$ cat src/rtl/usb_ltx_pkg.sv
package usb_ltx_pkg;

  typedef enum logic [1:0] {
    SYM_SE0 = 2'b00,
    SYM_J   = 2'b01,
    SYM_K   = 2'b10
  } line_sym_t;

  typedef enum logic [2:0] {
    ST_IDLE = 3'd0,
    ST_DATA = 3'd1,
    ST_EOP2 = 3'd2,
    ST_EOPJ = 3'd3,
    ST_REL  = 3'd4
  } tx_state_t;

  localparam int STUFF_RUN = 6;

endpackage

$ cat src/rtl/usb_ltx_nco.sv
module usb_ltx_nco #(
  parameter int ACC_W    = 16,
  parameter int LS_SHIFT = 3
) (
  input  logic             clk,
  input  logic             rst_n,
  input  logic             run,
  input  logic             low_speed,
  input  logic [ACC_W-1:0] inc,
  output logic             tick
);

  logic [ACC_W-1:0] acc_q;
  logic [ACC_W-1:0] inc_eff;
  logic [ACC_W:0]   sum;

  always_comb begin
    inc_eff = low_speed ? (inc >> LS_SHIFT) : inc;
    sum     = {1'b0, acc_q} + {1'b0, inc_eff};
    tick    = run && sum[ACC_W];
  end

  always_ff @(posedge clk or negedge rst_n) begin
    if (!rst_n) acc_q <= '0;
    else if (run) acc_q <= sum[ACC_W-1:0];
    else acc_q <= '0;
  end

endmodule

$ cat src/rtl/usb_ltx_hold.sv
module usb_ltx_hold #(
  parameter int W = 8
) (
  input  logic         clk,
  input  logic         rst_n,
  input  logic         load,
  input  logic [W-1:0] din,
  input  logic         pop,
  output logic         full,
  output logic [W-1:0] dout
);

  always_ff @(posedge clk or negedge rst_n) begin
    if (!rst_n) begin
      full <= 1'b0;
      dout <= '0;
    end else if (load) begin
      full <= 1'b1;
      dout <= din;
    end else if (pop) begin
      full <= 1'b0;
    end
  end

  AST_HOLD_NO_OVERWRITE: assert property (@(posedge clk) disable iff (!rst_n) load |-> !full);
  AST_HOLD_POP_FULL: assert property (@(posedge clk) disable iff (!rst_n) pop |-> full);

endmodule

$ cat src/rtl/usb_ltx_serial.sv
module usb_ltx_serial
  import usb_ltx_pkg::*;
#(
  parameter int DATA_W = 8
) (
  input  logic              clk,
  input  logic              rst_n,
  input  logic              tick,
  input  logic              start_load,
  input  logic [DATA_W-1:0] start_byte,
  input  logic              hold_full,
  input  logic [DATA_W-1:0] hold_byte,
  output logic              pop,
  output logic              data_open,
  output logic              busy,
  output line_sym_t         sym,
  output logic              oe
);

  localparam int CNT_W = $clog2(DATA_W + 1);
  localparam int RUN_W = $clog2(STUFF_RUN + 1);

  tx_state_t         state_q;
  logic [DATA_W-1:0] shreg_q;
  logic [CNT_W-1:0]  left_q;
  logic [RUN_W-1:0]  ones_q;
  line_sym_t         sym_q;
  logic              oe_q;

  logic      stuff_now;
  logic      need_new;
  logic      underrun;
  logic      src_bit;
  line_sym_t flipped;

  always_comb begin
    stuff_now = (ones_q == RUN_W'(STUFF_RUN));
    need_new  = (left_q == '0);
    underrun  = need_new && !hold_full && !stuff_now;
    src_bit   = need_new ? hold_byte[0] : shreg_q[0];
    flipped   = (sym_q == SYM_J) ? SYM_K : SYM_J;
    pop       = tick && (state_q == ST_DATA) && !stuff_now && need_new && hold_full;
    data_open = (state_q == ST_DATA) && !(tick && underrun);
    busy      = (state_q != ST_IDLE);
    sym       = sym_q;
    oe        = oe_q;
  end

  always_ff @(posedge clk or negedge rst_n) begin
    if (!rst_n) begin
      state_q <= ST_IDLE;
      shreg_q <= '0;
      left_q  <= '0;
      ones_q  <= '0;
      sym_q   <= SYM_J;
      oe_q    <= 1'b0;
    end else begin
      case (state_q)
        ST_IDLE: begin
          if (start_load) begin
            shreg_q <= start_byte;
            left_q  <= CNT_W'(DATA_W);
            ones_q  <= '0;
            sym_q   <= SYM_J;
            state_q <= ST_DATA;
          end
        end
        ST_DATA: begin
          if (tick) begin
            oe_q <= 1'b1;
            if (stuff_now) begin
              sym_q  <= flipped;
              ones_q <= '0;
            end else if (underrun) begin
              sym_q   <= SYM_SE0;
              state_q <= ST_EOP2;
            end else begin
              if (src_bit) begin
                ones_q <= ones_q + RUN_W'(1);
              end else begin
                sym_q  <= flipped;
                ones_q <= '0;
              end
              if (need_new) begin
                shreg_q <= hold_byte >> 1;
                left_q  <= CNT_W'(DATA_W - 1);
              end else begin
                shreg_q <= shreg_q >> 1;
                left_q  <= left_q - CNT_W'(1);
              end
            end
          end
        end
        ST_EOP2: begin
          if (tick) state_q <= ST_EOPJ;
        end
        ST_EOPJ: begin
          if (tick) begin
            sym_q   <= SYM_J;
            state_q <= ST_REL;
          end
        end
        ST_REL: begin
          if (tick) begin
            oe_q    <= 1'b0;
            state_q <= ST_IDLE;
          end
        end
        default: state_q <= ST_IDLE;
      endcase
    end
  end

  AST_STUFF_BOUND: assert property (@(posedge clk) disable iff (!rst_n) ones_q <= RUN_W'(STUFF_RUN));
  AST_LINE_HOLD: assert property (@(posedge clk) disable iff (!rst_n) !tick |=> $stable({sym_q, oe_q}));

endmodule

$ cat src/rtl/usb_line_tx.sv
module usb_line_tx
  import usb_ltx_pkg::*;
#(
  parameter int ACC_W    = 16,
  parameter int DATA_W   = 8,
  parameter int LS_SHIFT = 3
) (
  input  logic              clk,
  input  logic              rst_n,
  input  logic              cfg_low_speed,
  input  logic [ACC_W-1:0]  cfg_rate_inc,
  input  logic              wr_valid,
  output logic              wr_ready,
  input  logic [DATA_W:0]   wr_data,
  output logic              buf_full,
  output logic              busy,
  output logic              err_pulse,
  output logic              usb_dp,
  output logic              usb_dm,
  output logic              usb_oe
);

  logic      tick;
  logic      hold_full;
  logic [DATA_W-1:0] hold_byte;
  logic      pop;
  logic      data_open;
  logic      eng_busy;
  line_sym_t sym;
  logic      oe;
  logic      fire;
  logic      is_start;
  logic      start_load;
  logic      hold_load;
  logic      err_q;

  always_comb begin
    wr_ready   = !hold_full;
    fire       = wr_valid && wr_ready;
    is_start   = wr_data[DATA_W];
    start_load = fire && is_start && !eng_busy;
    hold_load  = fire && !is_start && data_open;
  end

  usb_ltx_nco #(.ACC_W(ACC_W), .LS_SHIFT(LS_SHIFT)) nco_i (
    .clk(clk), .rst_n(rst_n), .run(eng_busy), .low_speed(cfg_low_speed),
    .inc(cfg_rate_inc), .tick(tick)
  );

  usb_ltx_hold #(.W(DATA_W)) hold_i (
    .clk(clk), .rst_n(rst_n), .load(hold_load), .din(wr_data[DATA_W-1:0]),
    .pop(pop), .full(hold_full), .dout(hold_byte)
  );

  usb_ltx_serial #(.DATA_W(DATA_W)) ser_i (
    .clk(clk), .rst_n(rst_n), .tick(tick), .start_load(start_load),
    .start_byte(wr_data[DATA_W-1:0]), .hold_full(hold_full), .hold_byte(hold_byte),
    .pop(pop), .data_open(data_open), .busy(eng_busy), .sym(sym), .oe(oe)
  );

  always_ff @(posedge clk or negedge rst_n) begin
    if (!rst_n) err_q <= 1'b0;
    else err_q <= fire && is_start && eng_busy;
  end

  always_comb begin
    buf_full  = hold_full;
    busy      = eng_busy;
    err_pulse = err_q;
    usb_oe    = oe;
    usb_dp    = 1'b0;
    usb_dm    = 1'b0;
    if (oe) begin
      case (sym)
        SYM_J:   {usb_dp, usb_dm} = cfg_low_speed ? 2'b01 : 2'b10;
        SYM_K:   {usb_dp, usb_dm} = cfg_low_speed ? 2'b10 : 2'b01;
        default: {usb_dp, usb_dm} = 2'b00;
      endcase
    end
  end

  AST_ERR_NEEDS_BUSY: assert property (@(posedge clk) disable iff (!rst_n) err_pulse |-> $past(busy));
  AST_OE_NEEDS_BUSY: assert property (@(posedge clk) disable iff (!rst_n) usb_oe |-> busy);
  AST_READY_WHEN_EMPTY: assert property (@(posedge clk) disable iff (!rst_n) !buf_full |-> wr_ready);

endmodule

$ cat config.mk
export PLATFORM = sky130hd
export DESIGN_NAME = usb_line_tx
export DESIGN_NICKNAME = d
export VERILOG_FILES = /design/src/rtl/usb_ltx_pkg.sv /design/src/rtl/usb_ltx_nco.sv /design/src/rtl/usb_ltx_hold.sv /design/src/rtl/usb_ltx_serial.sv /design/src/rtl/usb_line_tx.sv
export SDC_FILE = /design/constraint.sdc
export NUM_CORES = 1
export LEC_CHECK = 0
export ABC_AREA = 1
export BUFFER_PORTS_ARGS = -buffer_cell sky130_fd_sc_hd__buf_2
export CORE_ASPECT_RATIO = 1.5
export CORE_MARGIN = 4
export CORE_UTILIZATION = 60
export DETAILED_ROUTE_END_ITERATION = 8
export PLACE_DENSITY_LB_ADDON = 0.12
export SYNTH_ARGS = -nofsm -noshare
export SYNTH_HDL_FRONTEND = slang
export SYNTH_SLANG_ARGS = --single-unit
export TNS_END_PERCENT = 20
$ cat constraint.sdc
create_clock -name clk -period 4.4 [get_ports clk]
set_input_delay 0.66 -clock clk [delete_from_list [all_inputs] [get_ports clk]]
set_output_delay 0.66 -clock clk [all_outputs]
set_load 0.02 [all_outputs]
==> report_table.html, run 1 <==
<table>
<tr><th>Metric</th><th>Value</th></tr>
<tr><th colspan="2">Run status</th></tr>
<tr><td>Status</td><td>finished clean</td></tr>
<tr><th colspan="2">Min path</th></tr>
<tr><td>Worst min-delay path endpoint</td><td>ser_i.sym[0]</td></tr>
<tr><td>Worst hold path cell count</td><td>2</td></tr>
<tr><td>Min-delay src</td><td>ser_i.sym[0]</td></tr>
<tr><td>Path type of the worst min-delay path</td><td>register to register</td></tr>
<tr><th colspan="2">CTS</th></tr>
<tr><td>TritonCTS buffer count</td><td>5</td></tr>
<tr><td>Clock transition time at the flip-flop clock pins of the worst setup and hold paths</td><td>90 ps</td></tr>
<tr><td>Source-to-sink clock delay at the later pin of the worst-skew pair</td><td>300 ps</td></tr>
<tr><td>Number of buffers between clock root and the deepest sink</td><td>2</td></tr>
<tr><td>Cell chosen for the clock root</td><td>sky130_fd_sc_hd__clkbuf_8</td></tr>
<tr><td>CTS resizes</td><td>0</td></tr>
<tr><td>Clock tree from TritonCTS</td><td>yes</td></tr>
<tr><td>Clk sinks</td><td>between 40 and 50</td></tr>
<tr><td>Buffers inserted during post-CTS setup optimization</td><td>0</td></tr>
<tr><td>Quantity of hold-fixing buffers added after cts</td><td>0</td></tr>
<tr><td>Number of levels in the clock H-tree</td><td>2</td></tr>
<tr><th colspan="2">Global routing</th></tr>
<tr><td>First-pass GRT wire length</td><td>13000 um</td></tr>
<tr><td>All-Layer GR Usage</td><td>around a quarter</td></tr>
<tr><td>Number of global-route vias before repair</td><td>~2900</td></tr>
<tr><td>Antenna violations before repair</td><td>0</td></tr>
<tr><td>Gr ovfl total</td><td>0</td></tr>
<tr><td>Maximum number of pins on one net before global-route repair</td><td>48</td></tr>
<tr><th colspan="2">Timing</th></tr>
<tr><td>Setup-violating endpoint count in the final report</td><td>0</td></tr>
<tr><td>Worst-Margin Slew</td><td>1070 ps</td></tr>
<tr><td>Final Hold Violating Endpoints</td><td>0</td></tr>
<tr><td>Clk_skew</td><td>6.72 ps</td></tr>
<tr><td>Count of pins over their slew limit</td><td>0</td></tr>
<tr><td>Max Fclk</td><td>0.342 GHz</td></tr>
<tr><td>Final worst path period need</td><td>2920 ps</td></tr>
<tr><td>Setup repair after global routing missed its margin</td><td>false</td></tr>
<tr><td>Worst relative slew slack</td><td>28.5%</td></tr>
<tr><td>Worst Hold Slack</td><td>about 460 ps</td></tr>
<tr><td>Sum of negative setup slack</td><td>0 ps</td></tr>
<tr><td>Period Utilization, post-route</td><td>66.4%</td></tr>
<tr><th colspan="2">Worst setup path</th></tr>
<tr><td>WP data arrival</td><td>3120 ps</td></tr>
<tr><td>Critical path class</td><td>primary input to register</td></tr>
<tr><td>Crit path max fanout</td><td>18</td></tr>
<tr><td>Reg-to-reg critical path endpoint</td><td>ser_i.left_q[2]</td></tr>
<tr><td>Kind of start point of the critical path</td><td>primary input</td></tr>
<tr><td>Category of the worst setup path capture point</td><td>register</td></tr>
<tr><td>Number of cells traversed by the worst register-to-register path</td><td>10</td></tr>
<tr><td>R2r startpoint</td><td>ser_i.left_q[0]</td></tr>
<tr><td>Setup slack on the worst flop-to-flop path</td><td>2110 ps</td></tr>
<tr><td>Worst Path Required</td><td>4600 ps</td></tr>
<tr><th colspan="2">Yosys</th></tr>
<tr><td>Warning count from the yosys run</td><td>0</td></tr>
<tr><td>Post-synthesis cell type count</td><td>33</td></tr>
<tr><td>Number of instances in the synthesized netlist</td><td>456</td></tr>
<tr><td>Share of synthesized area spent on multiplexers</td><td>0%</td></tr>
<tr><td>Area share of and/or/nand/nor cells after synthesis</td><td>between 30% and 40%</td></tr>
<tr><td>Average size of a mapped cell</td><td>7.17 sq um</td></tr>
<tr><td>Adder and majority gate portion of the synthesized area</td><td>7.88%</td></tr>
<tr><td>Register area share after synthesis</td><td>36.0%</td></tr>
<tr><td>Net count after synthesis</td><td>a little over 500</td></tr>
<tr><td>Xor and xnor fraction of the mapped netlist area</td><td>less than 1%</td></tr>
<tr><td>Combinational family with the most area after synthesis</td><td>simple AND/OR/NAND/NOR gates</td></tr>
<tr><td>Number of register bits inferred by synthesis</td><td>47</td></tr>
<tr><td>Summed instance area of the synthesized netlist</td><td>3270 sq um</td></tr>
<tr><td>Leading cell types by total area after synthesis</td><td>sky130_fd_sc_hd__dfrtp_1 (35%), sky130_fd_sc_hd__nand2_1 (16%), sky130_fd_sc_hd__ha_1 (7.3%)</td></tr>
<tr><td>Complex-gate fraction of the synthesized area</td><td>14.4%</td></tr>
<tr><td>Post-synthesis cell type with the largest combined area</td><td>sky130_fd_sc_hd__dfrtp_1</td></tr>
<tr><td>Area fraction of the dominant cell type after synthesis</td><td>35.2%</td></tr>
<tr><th colspan="2">Floorplan</th></tr>
<tr><td>Starting density of the core</td><td>62.8%</td></tr>
<tr><td>Area of the core</td><td>5200 sq um</td></tr>
<tr><td>Height of the die</td><td>98.4 um</td></tr>
<tr><td>Number of placement rows</td><td>32</td></tr>
<tr><td>Count of pins on the block boundary</td><td>36</td></tr>
<tr><td>Die outline width</td><td>68.3 um</td></tr>
<tr><td>Die Area</td><td>6720 sq um</td></tr>
<tr><th colspan="2">Detailed routing</th></tr>
<tr><td>Routed length per instance</td><td>13.7 um</td></tr>
<tr><td>Antenna viol nets, final</td><td>0</td></tr>
<tr><td>Vias</td><td>about 3000</td></tr>
<tr><td>1st-pass router iterations</td><td>4</td></tr>
<tr><td>Average via count per standard cell</td><td>between 5 and 6</td></tr>
<tr><td>Final routed DRC violation total</td><td>0</td></tr>
<tr><td>Post-Route WL</td><td>7660 um</td></tr>
<tr><td>Initial DRC Count</td><td>172</td></tr>
<tr><th colspan="2">Placed design</th></tr>
<tr><td>Count of input and output buffers</td><td>35</td></tr>
<tr><td>GP Congestion</td><td>between 0.8 and 0.9</td></tr>
<tr><td>Placed cell count</td><td>550</td></tr>
<tr><td>Final HPWL from detailed placement</td><td>5970 um</td></tr>
<tr><th colspan="2">Power and ir drop</th></tr>
<tr><td>Internal</td><td>1.33 mW</td></tr>
<tr><td>Max IR drop VDD</td><td>around 0.41 mV</td></tr>
<tr><td>Power density of the placed cells</td><td>731 nW/um^2</td></tr>
<tr><td>Net Switching</td><td>1.30 mW</td></tr>
<tr><td>Sequential share of power</td><td>28.4%</td></tr>
<tr><td>Switching Fraction</td><td>49.5%</td></tr>
<tr><td>Clock share of power</td><td>12.7%</td></tr>
<tr><td>Combinational fraction of design power</td><td>58.9%</td></tr>
<tr><td>Static Leak</td><td>2.00 nW</td></tr>
<tr><td>Total power of the final layout</td><td>2.63 mW</td></tr>
<tr><th colspan="2">Finish</th></tr>
<tr><td>Number of antenna repair diodes</td><td>0</td></tr>
<tr><td>Area growth from synthesis to layout</td><td>10.0%</td></tr>
<tr><td>Fraction of final layout cells sized beyond drive strength 1</td><td>15.3%</td></tr>
<tr><td>Final non-filler cell total</td><td>558</td></tr>
<tr><td>Final #Nets</td><td>538</td></tr>
<tr><th colspan="2">Job</th></tr>
<tr><td>Number of max-cap violations</td><td>0</td></tr>
</table>
## power by group through the flow
| stage | Combinational [mW] | Sequential (mW) | Clock (mW) |
|---|---|---|---|
| after detailed placement | 1.54 | 0.751 | 0 |
| after global routing | 1.76 | 0.765 | 0.361 |
| after floorplan | 1.24 | 0.734 | 0 |
| after global placement | 1.50 | 0.747 | 0 |
| after CTS | 1.55 | 0.743 | 0.341 |
| final | 1.55 | 0.745 | 0.334 |
## state kept, by name, indices dropped and copies added, names as in the netlist, 2 cells and up
| register | flops |
|---|---|
| hold_i.dout | 8 |
| nco_i.acc_q | 16 |
| ser_i.left_q | 4 |
| ser_i.ones_q | 3 |
| ser_i.shreg_q | 8 |
| ser_i.state_q | 3 |
| ser_i.sym | 2 |
## per-stage QoR
stage	instance area (sq um)	util, %	worst slack [ps]
final	3600	69.1	1480
after global routing	3600	69.1	1200
after CTS	3600	69.1	1490
after detailed placement	3480	66.9	1160
after global placement	3480	66.9	1280
after floorplan	3270	-	1440
## layout make-up
| cell class | count | area [sq um] |
|---|---|---|
| Sequential cell | 47 | 1180 |
| Clock inverter | 2 | 35.0 |
| Timing Repair Buffer | 35 | 175 |
| Clock buffer | 6 | 82.6 |
| Fill cell | 479 | 1610 |
| Tap cell | 68 | 85.1 |
| Inverter | 48 | 180 |
| Multi-Input combinational cell | 352 | 1860 |
## synth_stat cells
master and count:
sky130_fd_sc_hd__nand2_1 139, sky130_fd_sc_hd__dfrtp_1 46, sky130_fd_sc_hd__inv_1 42, sky130_fd_sc_hd__nor2_1 42, sky130_fd_sc_hd__nand3_1 38, sky130_fd_sc_hd__o21ai_0 31, sky130_fd_sc_hd__a21oi_1 30, sky130_fd_sc_hd__ha_1 19
sky130_fd_sc_hd__nand2_2 8, sky130_fd_sc_hd__inv_2 6, sky130_fd_sc_hd__o21ai_1 6, sky130_fd_sc_hd__nor3_1 5, sky130_fd_sc_hd__a21o_1 4, sky130_fd_sc_hd__buf_2 4, sky130_fd_sc_hd__clkbuf_1 4, sky130_fd_sc_hd__nand2_4 4
sky130_fd_sc_hd__o21bai_1 4, sky130_fd_sc_hd__nor2_4 3, sky130_fd_sc_hd__o21ai_2 3, sky130_fd_sc_hd__a211oi_1 2, sky130_fd_sc_hd__nand3b_1 2, sky130_fd_sc_hd__nor2_8 2, sky130_fd_sc_hd__xor2_1 2, sky130_fd_sc_hd__a21oi_2 1
sky130_fd_sc_hd__a21oi_4 1, sky130_fd_sc_hd__and2_4 1, sky130_fd_sc_hd__buf_8 1, sky130_fd_sc_hd__dfstp_2 1, sky130_fd_sc_hd__fa_1 1, sky130_fd_sc_hd__nand3_4 1, sky130_fd_sc_hd__nand4_1 1, sky130_fd_sc_hd__o211ai_1 1
sky130_fd_sc_hd__or2_2 1
## worst max path at each step
| stage | slack (ps) | end | cells past startpoint | start |
|---|---|---|---|---|
| after floorplan | 1440 | ser_i.shreg_q[0] | 19 | cfg_low_speed |
| after global placement | 1280 | ser_i.left_q[2] | 17 | cfg_low_speed |
| after detailed placement | 1160 | ser_i.left_q[2] | 17 | cfg_low_speed |
| after CTS | 1490 | ser_i.left_q[2] | 17 | cfg_low_speed |
| after global routing | 1200 | ser_i.ones_q[0] | 17 | cfg_low_speed |
| final | 1480 | ser_i.left_q[2] | 17 | cfg_low_speed |
## per-layer routing
layer  share of wire [%]  GRT usage [%]  vias to the layer above
met5                   0              0                        -
met4                 3.4           9.95                        0
met3                 3.6           3.22                       22
met2                  53           44.0                       78
met1                  40           29.6                     1399
li1                    -              -                     1542
## placed cells by master, fill, tap and decap left out, types with 6 or more instances in the layout
| cell | count |
|---|---|
| sky130_fd_sc_hd__o21ai_0 | 31 |
| sky130_fd_sc_hd__nand3_1 | 38 |
| sky130_fd_sc_hd__a21oi_1 | 30 |
| sky130_fd_sc_hd__inv_1 | 42 |
| sky130_fd_sc_hd__nand2_2 | 8 |
| sky130_fd_sc_hd__o21ai_1 | 6 |
| sky130_fd_sc_hd__nand2_1 | 139 |
| sky130_fd_sc_hd__clkbuf_8 | 6 |
| sky130_fd_sc_hd__dfrtp_1 | 46 |
| sky130_fd_sc_hd__buf_2 | 35 |
| sky130_fd_sc_hd__inv_2 | 6 |
| sky130_fd_sc_hd__ha_1 | 19 |
| sky130_fd_sc_hd__nor2_1 | 42 |
## worst max-delay path, cell delays in order
cell                       delay [ps]
sky130_fd_sc_hd__buf_2            200
sky130_fd_sc_hd__inv_1            350
sky130_fd_sc_hd__nand2_1           90
sky130_fd_sc_hd__nand2_1           80
sky130_fd_sc_hd__ha_1             160
sky130_fd_sc_hd__inv_1             60
sky130_fd_sc_hd__fa_1             360
sky130_fd_sc_hd__inv_1            110
sky130_fd_sc_hd__nand2_1           70
sky130_fd_sc_hd__nand2_1           60
sky130_fd_sc_hd__nand3b_1          90
sky130_fd_sc_hd__nand2_1          150
sky130_fd_sc_hd__nand2_1          160
sky130_fd_sc_hd__nand3_4          170
sky130_fd_sc_hd__nand2_4          180
sky130_fd_sc_hd__nand2_1          120
sky130_fd_sc_hd__o21ai_2           50
## logic make-up after synthesis
| kind of cell | after synthesis |
|---|---|
| DFF | 47 |
| adders and majority gates | 20 |
| and+or+nand+nor | 247 |
| xor gates and xnor gates | 2 |
| AOI/OAI and AO/OA | 83 |
| buffers and inverters | 57 |
Note: power is estimated with default switching activity, not from simulation.
==> run 2: changes to the inputs <==
--- a/config.mk
+++ b/config.mk
@@ -5,11 +5,11 @@
 export SDC_FILE = /design/constraint.sdc
 export NUM_CORES = 1
 export LEC_CHECK = 0
-export ABC_AREA = 1
+export ABC_AREA = 0
 export BUFFER_PORTS_ARGS = -buffer_cell sky130_fd_sc_hd__buf_2
 export CORE_ASPECT_RATIO = 1.5
 export CORE_MARGIN = 4
-export CORE_UTILIZATION = 60
+export CORE_UTILIZATION = 53
 export DETAILED_ROUTE_END_ITERATION = 8
 export PLACE_DENSITY_LB_ADDON = 0.12
 export SYNTH_ARGS = -nofsm -noshare
==> constraint.sdc (replaced) <==
create_clock -name clk -period 2.4 [get_ports clk]
set_input_delay 0.36 -clock clk [delete_from_list [all_inputs] [get_ports clk]]
set_output_delay 0.36 -clock clk [all_outputs]
set_load 0.02 [all_outputs]
==> run 2 against run 1 <==
Against the previous run: critical path depth is 5 lower; hold slack worse by 430 ps; register-to-register slack worse by 2000 ps; sequential share of layout area shrank 3.7 points; design area is 13% higher; combinational power rose by 93%; synthesized area decreased by 4.9%; synthesized cell count fell by 29%; first-iteration DRC count decreased by 35%; cell count decreased by 14%; largest power group unchanged; highest routed layer unchanged.
==> report_table.html, run 2 <==
<table>
<tr><th>Metric</th><th>Value</th></tr>
<tr><th colspan="2">Global routing</th></tr>
<tr><td>GR Layer Usage met3</td><td>2.78% (-0.44 points)</td></tr>
<tr><td>Number of global-route vias before repair</td><td>2829 (-4.0%)</td></tr>
<tr><td>Busiest layer in global routing</td><td>met2</td></tr>
<tr><td>Maximum number of pins on one net before global-route repair</td><td>28 (-42%)</td></tr>
<tr><td>Met1 usage</td><td>24.1% (-5.5 points)</td></tr>
<tr><td>First-pass GRT wire length</td><td>12600 um (-3.4%)</td></tr>
<tr><td>Met2 Track Usage GR</td><td>42.6% (-1.4 points)</td></tr>
<tr><td>All-Layer GR Usage</td><td>21.8% (-3.2 points)</td></tr>
<tr><td>Antenna violations before repair</td><td>0 (unchanged)</td></tr>
<tr><td>Gr ovfl total</td><td>0 (unchanged)</td></tr>
<tr><th colspan="2">Finish</th></tr>
<tr><td>Final #Nets</td><td>458 (-15%)</td></tr>
<tr><td>Most common library cell in the layout ignoring fill and taps</td><td>sky130_fd_sc_hd__buf_4</td></tr>
<tr><td>Number of antenna repair diodes</td><td>0 (unchanged)</td></tr>
<tr><td>Most used cells in the layout excluding fill and tap cells</td><td>sky130_fd_sc_hd__buf_4 (52), sky130_fd_sc_hd__dfrtp_1 (46), sky130_fd_sc_hd__buf_2 (34), sky130_fd_sc_hd__nor2_1 (32)</td></tr>
<tr><td>Number of flip-flops under the largest register name</td><td>16 (unchanged)</td></tr>
<tr><td>Register ranked first by flip-flop count</td><td>nco_i.acc_q</td></tr>
<tr><td>Biggest regs</td><td>nco_i.acc_q (16), hold_i.dout (8), ser_i.shreg_q (8)</td></tr>
<tr><td>Area growth from synthesis to layout</td><td>30.5%</td></tr>
<tr><td>Fraction of final layout cells sized beyond drive strength 1</td><td>37.6% (+22 points)</td></tr>
<tr><th colspan="2">CTS</th></tr>
<tr><td>Clock tree from TritonCTS</td><td>yes</td></tr>
<tr><td>Clk sinks</td><td>47 (unchanged)</td></tr>
<tr><td>Clock transition time at the flip-flop clock pins of the worst setup and hold paths</td><td>90 ps (about the same)</td></tr>
<tr><td>Source-to-sink clock delay at the later pin of the worst-skew pair</td><td>300 ps (about the same)</td></tr>
<tr><td>TritonCTS buffer count</td><td>5 (unchanged)</td></tr>
<tr><td>Number of levels in the clock H-tree</td><td>2 (unchanged)</td></tr>
<tr><td>Number of buffers between clock root and the deepest sink</td><td>2 (unchanged)</td></tr>
<tr><td>Cell chosen for the clock root</td><td>sky130_fd_sc_hd__clkbuf_8</td></tr>
<tr><th colspan="2">Worst setup path</th></tr>
<tr><td>Crit path max fanout</td><td>15 (-3)</td></tr>
<tr><td>Crit-path slowest cell</td><td>sky130_fd_sc_hd__fa_2</td></tr>
<tr><td>Longest individual stage delay on the worst path</td><td>350 ps (about the same)</td></tr>
<tr><td>WP data arrival</td><td>2500 ps (-620 ps)</td></tr>
<tr><td>Critical path class</td><td>primary input to register</td></tr>
<tr><td>Kind of start point of the critical path</td><td>primary input</td></tr>
<tr><td>Category of the worst setup path capture point</td><td>register</td></tr>
<tr><td>Worst Path Required</td><td>2590 ps (-2010 ps)</td></tr>
<tr><td>CP Cell Sequence</td><td>buf_6 &gt; mux2_2 &gt; ha_2 &gt; inv_1 &gt; fa_2 &gt; nand2b_4 &gt; a21oi_4 &gt; o21ai_4 &gt; a21boi_4 &gt; a21boi_4 &gt; buf_12 &gt; mux2_4</td></tr>
<tr><td>Most used cell, CP</td><td>sky130_fd_sc_hd__a21boi_4</td></tr>
<tr><th colspan="2">Detailed routing</th></tr>
<tr><td>Routed length per instance</td><td>15.6 um (+14%)</td></tr>
<tr><td>Antenna viol nets, final</td><td>0 (unchanged)</td></tr>
<tr><td>1st-pass router iterations</td><td>4 (unchanged)</td></tr>
<tr><td>Final routed DRC violation total</td><td>0 (unchanged)</td></tr>
<tr><td>Initial DRC Count</td><td>112 (-35%)</td></tr>
<tr><td>Average via count per standard cell</td><td>5.68 (+4.3%)</td></tr>
<tr><td>Vias</td><td>2728 (-10%)</td></tr>
<tr><td>Post-Route WL</td><td>7490 um (-2.2%)</td></tr>
<tr><th colspan="2">Floorplan</th></tr>
<tr><td>Number of placement rows</td><td>33 (+3.1%)</td></tr>
<tr><td>Count of pins on the block boundary</td><td>36 (unchanged)</td></tr>
<tr><td>Area of the core</td><td>5570 sq um (+7.1%)</td></tr>
<tr><td>Starting density of the core</td><td>55.8% (-7.0 points)</td></tr>
<tr><td>Die Area</td><td>7180 sq um (+6.9%)</td></tr>
<tr><td>Die outline width</td><td>70.5 um (+3.3%)</td></tr>
<tr><td>Height of the die</td><td>102 um (+3.5%)</td></tr>
<tr><th colspan="2">Yosys</th></tr>
<tr><td>Area fraction of the dominant cell type after synthesis</td><td>37.0% (+1.8 points)</td></tr>
<tr><td>Number of instances in the synthesized netlist</td><td>322 (-29%)</td></tr>
<tr><td>Post-synthesis cell type count</td><td>65 (+97%)</td></tr>
<tr><td>Register area share after synthesis</td><td>37.9% (+1.9 points)</td></tr>
<tr><td>Leading cell types by total area after synthesis</td><td>sky130_fd_sc_hd__dfrtp_1 (37%), sky130_fd_sc_hd__ha_1 (7.6%), sky130_fd_sc_hd__mux2_2 (7.2%)</td></tr>
<tr><td>Library cell with the highest instance count after synthesis</td><td>sky130_fd_sc_hd__dfrtp_1</td></tr>
<tr><td>Net count after synthesis</td><td>371 (-27%)</td></tr>
<tr><td>Most frequent cells after synthesis</td><td>sky130_fd_sc_hd__dfrtp_1 (46), sky130_fd_sc_hd__nor2_1 (32), sky130_fd_sc_hd__a21oi_1 (21)</td></tr>
<tr><td>Post-synthesis async set-or-reset flop share</td><td>100% (unchanged)</td></tr>
<tr><td>Post-synth EDFFs</td><td>0 (unchanged)</td></tr>
<tr><td>Average size of a mapped cell</td><td>9.66 sq um (+35%)</td></tr>
<tr><td>Summed instance area of the synthesized netlist</td><td>3110 sq um (-4.9%)</td></tr>
<tr><td>Warning count from the yosys run</td><td>0 (unchanged)</td></tr>
<tr><td>Post-synthesis cell type with the largest combined area</td><td>sky130_fd_sc_hd__dfrtp_1</td></tr>
<tr><td>Number of register bits inferred by synthesis</td><td>47 (unchanged)</td></tr>
<tr><td>Most used flip-flop cell after synthesis</td><td>sky130_fd_sc_hd__dfrtp_1</td></tr>
<tr><th colspan="2">Timing</th></tr>
<tr><td>Worst-Margin Slew</td><td>536 ps (-536 ps)</td></tr>
<tr><td>Max Fclk</td><td>0.433 GHz</td></tr>
<tr><td>Period Utilization, post-route</td><td>~96%</td></tr>
<tr><td>Final Hold Violating Endpoints</td><td>0 (unchanged)</td></tr>
<tr><td>Count of pins over their slew limit</td><td>0 (unchanged)</td></tr>
<tr><td>Setup repair after global routing missed its margin</td><td>true</td></tr>
<tr><td>Final worst path period need</td><td>2310 ps</td></tr>
<tr><td>Worst relative slew slack</td><td>64.3% (+36 points)</td></tr>
<tr><td>Clk_skew</td><td>5.69 ps (-1.03 ps)</td></tr>
<tr><td>Crit path setup slack, layout</td><td>90.7 ps (-1390 ps)</td></tr>
<tr><td>Setup-violating endpoint count in the final report</td><td>0 (unchanged)</td></tr>
<tr><th colspan="2">Min path</th></tr>
<tr><td>Path type of the worst min-delay path</td><td>primary input to asynchronous set/reset pin</td></tr>
<tr><th colspan="2">Power and ir drop</th></tr>
<tr><td>Max IR drop VDD</td><td>0.587 mV (+42%)</td></tr>
<tr><td>Total power of the final layout</td><td>4.84 mW (+84%)</td></tr>
<tr><td>Static Leak</td><td>1.89 nW (-5.2%)</td></tr>
<tr><td>Power density of the placed cells</td><td>1190 nW/um^2 (+63%)</td></tr>
<tr><th colspan="2">Placed design</th></tr>
<tr><td>Pre-CTS setup slack</td><td>-505 ps (-1660 ps)</td></tr>
<tr><td>Count of input and output buffers</td><td>35 (unchanged)</td></tr>
<tr><td>Final HPWL from detailed placement</td><td>5840 um (-2.1%)</td></tr>
<tr><td>GP Congestion</td><td>0.806 (-9.4%)</td></tr>
<tr><th colspan="2">Job</th></tr>
<tr><td>Number of max-cap violations</td><td>0 (unchanged)</td></tr>
<tr><th colspan="2">Run status</th></tr>
<tr><td>Status</td><td>finished clean</td></tr>
</table>
-- run 2: cell types whose count changed after synthesis, moves of 7 or more --
| cell | change |
|---|---|
| sky130_fd_sc_hd__o21ai_0 | -23 |
| sky130_fd_sc_hd__mux2_2 | +20 |
| sky130_fd_sc_hd__inv_1 | -23 |
| sky130_fd_sc_hd__nor2b_1 | +8 |
| sky130_fd_sc_hd__a21oi_1 | -9 |
| sky130_fd_sc_hd__nor2_1 | -10 |
| sky130_fd_sc_hd__nand2_2 | -7 |
| sky130_fd_sc_hd__nand3_1 | -38 |
| sky130_fd_sc_hd__o221ai_1 | +7 |
| sky130_fd_sc_hd__nand2_1 | -120 |
| sky130_fd_sc_hd__a211oi_1 | +7 |
-- run 2: cells by family after synthesis --
group | count (synthesis) | synth area share, %
buf+inv | 31 | 4.18
mux | 25 | 9.13
xor+xnor | 10 | 2.82
compound gates | 93 | 21.9
fa+ha+maj | 20 | 8.29
flops | 47 | 37.9
simple gates | 96 | 15.8
-- run 2: timing repair --
action,4_1_cts,5_1_grt
pin swaps,3,3
setup endpoints to repair,32,23
resized for setup,7,11
buffers inserted,1,1
gates cloned,0,0
hold buffers,0,0
-- run 2: where the power goes --
part | internal (mW) | switching, mW | total, mW | leakage, nW
clock network | 0.203 | 0.281 | 0.484 | 0.0402
logic | 1.48 | 1.51 | 2.99 | 1.27
registers | 1.16 | 0.211 | 1.37 | 0.584
-- run 2: per-stage QoR --
stage | TNS, ps | instance area (sq um) | utilization (%) | hold slack, ps | instances
6_report | 0 | 4060 | 72.8 | 32.6 | 480
5_1_grt | -49.0 | 4060 | 72.8 | 61.3 | 480
4_1_cts | 0 | 4000 | 71.8 | 41.7 | 479
3_5_place_dp | -14730 | 3890 | 69.7 | 367 | 470
3_3_place_gp | -13120 | 3890 | 69.7 | 368 | 470
2_1_floorplan | -2650 | 3280 | - | 64.4 | 322
-- run 2: path summary, 6_finish.rpt --
path	start	to	slack, ps	depth (start not counted)
worst max register to register	nco_i.acc_q[13]	ser_i.sym[1]	90	10
min in group clk	wr_data[1]	ser_i.shreg_q[1]	280	3
worst max-delay path	cfg_low_speed	hold_i.dout[2]	90	12
max in group asynchronous	rst_n	ser_i.shreg_q[0]	1840	2
worst min-delay path	rst_n	nco_i.acc_q[9]	30	1
worst min register to register	hold_i.dout[7]	hold_i.dout[7]	520	1
-- run 2: final cells by class --
type,count,area (sq um)
sequential,47,1180
clock inverter,3,20.0
multi-input combinational,244,1980
clock buffer,5,68.8
inverter,19,71.3
fill,444,1520
tap,70,87.6
timing repair buffer,92,654
-- run 2: worst max-delay path: cells and delay by family --
kind / cells / cell delay [ps]
mux: 2 / 530
fa+ha+maj: 2 / 520
compound gates: 4 / 590
simple gates: 1 / 160
buf+inv: 3 / 340
-- run 2: routing by layer --
metal	vias to the layer above	wire [um]
met1	1304	2960
met3	14	248
met4	0	124
met5	-	0
met2	55	4160
li1	1355	-
